File: src/rtl/vchg_pkg.sv
package vchg_pkg;

    typedef enum logic [3:0] {
        ST_IDLE,
        ST_DRAIN,
        ST_PRECHARGE,
        ST_SWITCH,
        ST_WAIT_STABLE,
        ST_DLL_RESET,
        ST_DLL_LOCK_WAIT,
        ST_ZQ_INIT,
        ST_DONE,
        ST_ERROR
    } vchg_state_e;

    typedef enum logic [2:0] {
        CMD_NOP  = 3'd0,
        CMD_ACT  = 3'd1,
        CMD_RD   = 3'd2,
        CMD_WR   = 3'd3,
        CMD_PREA = 3'd4,
        CMD_MRS  = 3'd5,
        CMD_ZQCL = 3'd6,
        CMD_REF  = 3'd7
    } dram_cmd_e;

    function automatic logic is_read(input logic [2:0] c);
        return c == 3'(CMD_RD);
    endfunction

    // states in which the supply is moving and the bus must stay quiet
    function automatic logic supply_phase(input vchg_state_e s);
        return (s == ST_SWITCH) || (s == ST_WAIT_STABLE);
    endfunction

endpackage

File: src/rtl/vchg_timer.sv
module vchg_timer #(
    parameter int CW = 16
) (
    input  logic          clk,
    input  logic          rst,
    input  logic          load,
    input  logic [CW-1:0] load_val,
    output logic          expired
);
    logic [CW-1:0] cnt;

    always_ff @(posedge clk) begin
        if (rst)
            cnt <= '0;
        else if (load)
            cnt <= load_val;
        else if (cnt != '0)
            cnt <= cnt - 1'b1;
    end

    assign expired = (cnt == '0);
endmodule

File: src/rtl/vchg_gate.sv
module vchg_gate
    import vchg_pkg::*;
(
    input  vchg_state_e st,
    input  logic        first,
    input  logic [2:0]  host_cmd,
    output logic [2:0]  mem_cmd,
    output logic        host_pass
);
    always_comb begin
        mem_cmd   = 3'(CMD_NOP);
        host_pass = 1'b0;
        unique case (st)
            ST_IDLE, ST_DONE: begin
                mem_cmd   = host_cmd;
                host_pass = 1'b1;
            end
            ST_PRECHARGE: begin
                if (first) mem_cmd = 3'(CMD_PREA);
            end
            ST_DLL_RESET: begin
                mem_cmd = 3'(CMD_MRS);
            end
            ST_DLL_LOCK_WAIT: begin
                if (!is_read(host_cmd)) begin
                    mem_cmd   = host_cmd;
                    host_pass = 1'b1;
                end
            end
            ST_ZQ_INIT: begin
                if (first) begin
                    mem_cmd = 3'(CMD_ZQCL);
                end else if (!is_read(host_cmd)) begin
                    mem_cmd   = host_cmd;
                    host_pass = 1'b1;
                end
            end
            default: begin
                mem_cmd = 3'(CMD_NOP);
            end
        endcase
    end
endmodule

File: src/rtl/vchg_seq.sv
module vchg_seq
    import vchg_pkg::*;
#(
    parameter int CW        = 16,
    parameter int DRAIN_CYC = 2,
    parameter int TRP_CYC   = 4
) (
    input  logic          clk,
    input  logic          rst,
    input  logic          chg_req,
    input  logic          chg_target,
    input  logic          banks_open,
    input  logic          supply_stable,
    input  logic [2:0]    host_cmd,
    input  logic [CW-1:0] dll_lock_cycles,
    input  logic [CW-1:0] zq_cycles,
    input  logic [CW-1:0] stable_limit,
    output logic [2:0]    mem_cmd,
    output logic          host_pass,
    output logic          supply_req,
    output logic          supply_target,
    output logic          busy,
    output logic          fault
);
    localparam logic [CW-1:0] DRAIN_LD = CW'(DRAIN_CYC - 1);
    localparam logic [CW-1:0] TRP_LD   = CW'(TRP_CYC - 1);

    vchg_state_e   st, nxt;
    logic          first;
    logic          tgt_q;
    logic          expired;
    logic          t_load;
    logic [CW-1:0] t_val;

    always_comb begin
        nxt = st;
        unique case (st)
            ST_IDLE:          if (chg_req) nxt = ST_DRAIN;
            ST_DRAIN:         if (expired) nxt = banks_open ? ST_PRECHARGE : ST_SWITCH;
            ST_PRECHARGE:     if (expired) nxt = ST_SWITCH;
            ST_SWITCH:        nxt = ST_WAIT_STABLE;
            ST_WAIT_STABLE: begin
                if (supply_stable)  nxt = ST_DLL_RESET;
                else if (expired)   nxt = ST_ERROR;
            end
            ST_DLL_RESET:     nxt = ST_DLL_LOCK_WAIT;
            ST_DLL_LOCK_WAIT: if (expired) nxt = ST_ZQ_INIT;
            ST_ZQ_INIT:       if (expired) nxt = ST_DONE;
            ST_DONE:          nxt = ST_IDLE;
            ST_ERROR:         nxt = ST_ERROR;
            default:          nxt = ST_IDLE;
        endcase
    end

    // timer is loaded on every state change with the length of the new state
    always_comb begin
        t_load = (nxt != st);
        unique case (nxt)
            ST_DRAIN:         t_val = DRAIN_LD;
            ST_PRECHARGE:     t_val = TRP_LD;
            ST_WAIT_STABLE:   t_val = stable_limit - 1'b1;
            ST_DLL_LOCK_WAIT: t_val = dll_lock_cycles - 1'b1;
            ST_ZQ_INIT:       t_val = zq_cycles;
            default:          t_val = '0;
        endcase
    end

    always_ff @(posedge clk) begin
        if (rst) begin
            st    <= ST_IDLE;
            first <= 1'b0;
            tgt_q <= 1'b0;
        end else begin
            st    <= nxt;
            first <= (nxt != st);
            if (st == ST_IDLE && chg_req)
                tgt_q <= chg_target;
        end
    end

    vchg_timer #(.CW(CW)) u_timer (
        .clk      (clk),
        .rst      (rst),
        .load     (t_load),
        .load_val (t_val),
        .expired  (expired)
    );

    vchg_gate u_gate (
        .st        (st),
        .first     (first),
        .host_cmd  (host_cmd),
        .mem_cmd   (mem_cmd),
        .host_pass (host_pass)
    );

    assign supply_req    = supply_phase(st);
    assign supply_target = tgt_q;
    assign busy          = (st != ST_IDLE);
    assign fault         = (st == ST_ERROR);
endmodule

File: config.mk
export PLATFORM = sky130hd
export DESIGN_NAME = vchg_seq
export DESIGN_NICKNAME = d
export VERILOG_FILES = /design/src/rtl/vchg_pkg.sv /design/src/rtl/vchg_timer.sv /design/src/rtl/vchg_gate.sv /design/src/rtl/vchg_seq.sv
export SDC_FILE = /design/constraint.sdc
export NUM_CORES = 1
export LEC_CHECK = 0
export ABC_AREA = 1
export BUFFER_PORTS_ARGS = -buffer_cell sky130_fd_sc_hd__buf_2
export CAP_MARGIN = 20
export CORE_AREA = 2 2 57 99
export DETAILED_ROUTE_END_ITERATION = 6
export DIE_AREA = 0 0 59 101
export GPL_ROUTABILITY_DRIVEN = 0
export PLACE_DENSITY = 0.79
export SLEW_MARGIN = 20
export SYNTH_ARGS = -nofsm -noshare
export SYNTH_HDL_FRONTEND = slang
export SYNTH_HIERARCHICAL = 1
export SYNTH_SLANG_ARGS = --single-unit
File: constraint.sdc
create_clock -name clk -period 3.4 [get_ports clk]
set_input_delay 0.34 -clock clk [delete_from_list [all_inputs] [get_ports clk]]
set_output_delay 0.34 -clock clk [all_outputs]
set_load 0.05 [all_outputs]
* After elaboration in Yosys (flattened, before gate mapping)
Index checks and enable logic that the tools add are counted.
Cells by class: add/subtract/negate cells 3, equal/unequal tests 16, muxes and demuxes 19, reductions and logical operators 8
Operators by type and width (count):
- case mux 16 bit (5 select lines) | 1
- subtractor 16 x 1 -> 16 bit, second input constant | 3
- case mux 4 bit (9 select lines) | 1
- 2-to-1 mux 16 bit | 2
- == test 4 x 3 -> 1 bit, second input constant | 7
- 2-to-1 mux 4 bit | 7
- zero test 16 bit | 1
- nonzero test 16 bit | 1
- case mux 3 bit (5 select lines) | 1
- == test 4 x 2 -> 1 bit, second input constant | 3
- 2-to-1 mux 3 bit | 3
- == test 4 x 1 -> 1 bit, second input constant | 2
- == test 4 bit, second input constant | 2
- zero test 4 bit | 1
- != test 4 bit | 1
- nonzero test 4 bit | 1
- == test 3 x 2 -> 1 bit, second input constant | 1
- 2-to-1 mux 1 bit | 3
- case mux 1 bit (3 select lines) | 1
- nonzero test 2 bit | 1
- OR reduction 2 bit | 1
- logical AND 1 bit | 1
- logical OR 1 bit | 1
Word-level totals: register bits 22, bits of input ports 57, output and inout port bits 8, logic and storage cells 50

* Longest topological paths before layout
depth in word-level cells 7, gate-level depth with buffers 26

* Modules after synthesis
The synthesis kept the hierarchy.
By module, submodules not included:
- vchg_seq | times used 1, cells an instance 265, area an instance 1433.9 um^2, sequential area each 120.1 um^2
- vchg_timer | times used 1, cells an instance 178, area an instance 1128.6 um^2, sequential area each 320.3 um^2
- vchg_gate | times used 1, cells an instance 39, area an instance 177.7 um^2, sequential area each 0.0 um^2

* Least setup slack after synthesis
No wires, ideal clock.
kind flip-flop to flip-flop, start register u_timer.cnt[0], end register u_timer.cnt[6], library setup time 0.128 ns, arrival time 2.860 ns, required time 3.272 ns, slack 0.413 ns, stages on the path, launching flop included 23, clock period less this slack 2.987 ns, path through dfxtp_1 > inv_1 > ha_1 > nand2_4 > nor2_8 > nand4_4 > inv_2 > inv_1 > nand3_1 > nand3_1 > nor2_4 > buf_6 > nand4_1 > nand2_1 > ha_1 > nand3_1 > nor2_2 > nand2_1 > nand2_1 > o21ai_1 > or2_2 > nand3_1 > nor2_1
On the way: cells in the longest elaborated chain, start to end 7, elaborated cells between the ends (all ways) 20, those cells by class add/sub: 1; eq/ne: 6; mux: 10; reduce/logical: 3
Ends and longest elaborated chain:
- start, declared | line vchg_timer.sv:10 | logic [CW-1:0] cnt;
- start signal, assigned | line vchg_timer.sv:16 | cnt <= load_val;
- start signal, assigned | line vchg_timer.sv:18 | cnt <= cnt - 1'b1;
- zero test 16 bit (*) | line vchg_timer.sv:21 | assign expired = (cnt == '0);
- via expired | line vchg_seq.sv:31 | logic expired;
- 2-to-1 mux 4 bit | line vchg_seq.sv:44 | else if (expired) nxt = ST_ERROR;
- 2-to-1 mux 4 bit | line vchg_seq.sv:43 | if (supply_stable) nxt = ST_DLL_RESET;
- case mux 4 bit (9 select lines) (*) | line vchg_seq.sv:37 | unique case (st)
- == test 4 x 3 -> 1 bit, or another cell as far along | line vchg_seq.sv:58 | unique case (nxt)
- case mux 16 bit (5 select lines) (*) | line vchg_seq.sv:58
- via t_val[6] | line vchg_seq.sv:33 | logic [CW-1:0] t_val;
- 2-to-1 mux 16 bit (*) | line vchg_timer.sv:15 | else if (load)
Mark *: on every way through the listed nets, which the timed path passes. The rest lies on a longest branch. The select of a mux whose other input is x is not followed. A chain may end at the register's enable or synchronous reset.

* Worst setup path in the final report
start register u_timer.cnt[1], end register u_timer.cnt[6]
Same word-level chain as after synthesis.

==> metrics.csv <==
metric,value,unit
p_int,0.00109,W
syn2layout_area_growth,19.0,%
grt_use_met3,0.899,%
stdcell_area,3260,um^2
synth_edf_count,0,
grt_pass1_wl,12300,um
worstMarginPinSlew,0.432,ns
relSlewSlack,71.1,%
portBuffers,64,
rr_worst_depth,21,
syn_inst,482,
power,0.00238,W
power_switching,0.00129,W
critPathCaptureType,register,
fin_crit,3.08,ns
clkPwrFrac,10.2,%
dpl.hpwl,5590,um
grt_util_met2,47.5,%
finalCritPeriodShare,90.6,%
syn-num-nets,541,
yosysUniqueCellTypes,36,
min_to,supply_target$_SDFFE_PP0P_,
ant_nets,0,
synth_most_common_cell,nand2_1,
synth_area_leaders,"nand2_1, dfxtp_1, nand3_1, nor2_1, inv_1",
drc,0,
avgSynthCellArea,5.68,um^2
multi_input_area,2000,um^2
dpl_cell_area,3130,um^2
seqPwrFrac,18.1,%
startpoint_type,register,
busiest_layer,met2,
gr-total-overflow,0,
holdPathStages,3,
finalNonFillerCells,607,
wl_per_cell,11.4,um
cts-buffers-inserted,3,
clock_sinks,22,
pwr_density_cell,729,nW/um^2
nets,612,
r2r_start,u_timer/cnt[1]$_SDFFE_PP0P_,
cts.path.max_buffers,2,
switching_share,54.3,%
synth_largest_area_cell,nand2_1,
num_io_pins,65,
cellLeakagePower,1.67,nW
dieArea,5960,um^2
fillCellCount,515,
post-route-util,63.1,%
hold_violations,0,
clk_latency,0.26,ns
netlist.area_leader.share,20.5,%
viasPerCell,5.19,
finClkSkew,0.00594,ns
cts-hold-fix-buffers,0,
worst_slack,0.318,ns
fp-row-count,35,
hold_path.class,in -> reg,
crit_type,reg -> reg,
clock.fmax,324,MHz
path_max_fanout,16,
grt.total_usage,25.3,%
syn-cell-area,2740,um^2
synth_common_cells,"nand2_1, nor2_1, inv_1",
finalSetupViolCount,0,
cts_tree,yes,
hold_start,chg_target,
initial_core_util,53.0,%
die_h,101,um
drt_pass1_iterations,4,
drv_cap,0,
vias,3153,
yosysWarnings,6,
worstPathRequired,3.54,ns
regToRegEndpoint,u_timer/cnt[6]$_SDFFE_PP0P_,
arrival,3.22,ns
grt_pass1_vias,2939,
placedCellCount,599,
peakVddDrop,0.000314,V
register_area,443,um^2
outcome,"complete, no violations",
regToRegSetupSlack,0.32,ns
ys_seq_area_share,16.1,%
drtIter0Drc,136,
ys_ff_latch,22,
antenna_found_initial,0,
cts_root_buf,clkbuf_8,
coreArea,5170,um^2
wirelength,6940,um
die_w,59,um
synthArstFlopShare,0,%
drv_slew,0,
p_comb_share,71.7,%
post-place-ws,0.116,ns
num_antenna_cells,0,
drive_gt1_share,29.0,%
grt_max_degree,22,
cts.clk_slew.worst_paths,0.08,ns
cts_htree_levels,1,
synthFlopType,dfxtp_1,
use_met1,29.2,%
power by group through the flow:
| stage | sequential [W] | clock [W] | combinational, W |
|---|---|---|---|
| final | 0.000429 | 0.000243 | 0.00171 |
| after detailed placement | 0.000429 | 0 | 0.00161 |
| after global routing | 0.000443 | 0.000255 | 0.00191 |
| after floorplan | 0.000418 | 0 | 0.00130 |
| after global placement | 0.000426 | 0 | 0.00157 |
| after CTS | 0.000425 | 0.000244 | 0.00163 |
worst max path at each step:
stage	cells past startpoint	endpoint	from	slack (ns)
after floorplan	22	u_timer/cnt[6]$_SDFFE_PP0P_	u_timer/cnt[0]$_SDFFE_PP0P_	0.41
after global placement	24	u_timer/cnt[15]$_SDFFE_PP0P_	u_timer/cnt[0]$_SDFFE_PP0P_	0.23
after detailed placement	21	u_timer/cnt[6]$_SDFFE_PP0P_	u_timer/cnt[0]$_SDFFE_PP0P_	0.12
after CTS	21	u_timer/cnt[6]$_SDFFE_PP0P_	u_timer/cnt[0]$_SDFFE_PP0P_	0.06
after global routing	25	u_timer/cnt[9]$_SDFFE_PP0P_	u_timer/cnt[0]$_SDFFE_PP0P_	-0.03
final	21	u_timer/cnt[6]$_SDFFE_PP0P_	u_timer/cnt[1]$_SDFFE_PP0P_	0.32
through the flow:
step,hold WS [ns],setup TNS [ns]
3_5_place_dp,0.443,0
5_1_grt,0.430,-0.0737
3_3_place_gp,0.429,0
2_1_floorplan,0.409,0
4_1_cts,0.369,0
6_report,0.370,0
final cells by class:
class	instances	area share, %
Tap cell	55	2.11
Sequential cell	22	13.6
Timing Repair Buffer	76	12.7
Inverter	68	7.94
Clock inverter	1	0.921
Multi-Input combinational cell	382	61.5
Clock buffer	3	1.27
state kept, by name, indices dropped and copies added (netlist names):
| signal | count |
|---|---|
| u_timer/cnt | 16 |
| st | 4 |
| first | 1 |
| supply_target | 1 |
timing repair:
action,in CTS,in global routing
resized for setup,0,10
buffers inserted,0,4
endpoints found under the setup margin,0,16
worst max-delay path, stage by stage, from the launching register on:
cell and delay, ns:
dfxtp_2 0.34, inv_1 0.10, ha_4 0.16, nand2_4 0.09
nor2_8 0.15, nand4_4 0.13, inv_4 0.13, o21ai_0 0.10
a21oi_1 0.24, nand2_4 0.08, buf_4 0.20, nand4_1 0.11
nand2_1 0.11, nor2_1 0.19, inv_1 0.10, nor2_4 0.14
nand2_1 0.06, nand2_1 0.06, o21ai_1 0.05, or2_2 0.29
nand3_1 0.08, nor2_1 0.04
kinds of logic after synthesis:
group | synth area share, %
AOI/OAI and AO/OA | 7.99
DFF | 16.1
buffers and inverters | 11.7
xor gates and xnor gates | 2.24
adders and majority gates | 0.913
and+or+nand+nor | 61.1
cells in the final DEF (no fill, tap or decap), types with 2 or more instances in the layout:
master	netlist	final
nand2_1	150	150
xor2_1	3	3
clkbuf_8	0	3
o21ai_0	11	11
o21ai_1	8	8
a21oi_1	11	11
xnor2_1	4	4
buf_4	2	11
nand3_4	2	2
nand2_4	8	8
nand4_1	16	16
nor2_8	2	2
dfxtp_2	0	2
inv_1	52	51
dfxtp_1	22	20
nand3_2	2	3
nor2_2	18	18
nor3_4	2	2
nand2_2	14	14
nor2_4	8	9
buf_2	3	64
nand3_1	47	46
inv_2	14	14
nor2_1	62	61
o211ai_1	4	4
routing by layer:
metal	up-vias	wire [um]	part of all wire, %
met2	95	3860	56
met4	0	138	2.0
met1	1387	2680	39
li1	1659	-	-
met3	12	256	3.7
met5	-	0	0
No activity file was read; power rests on OpenSTA's default activity.
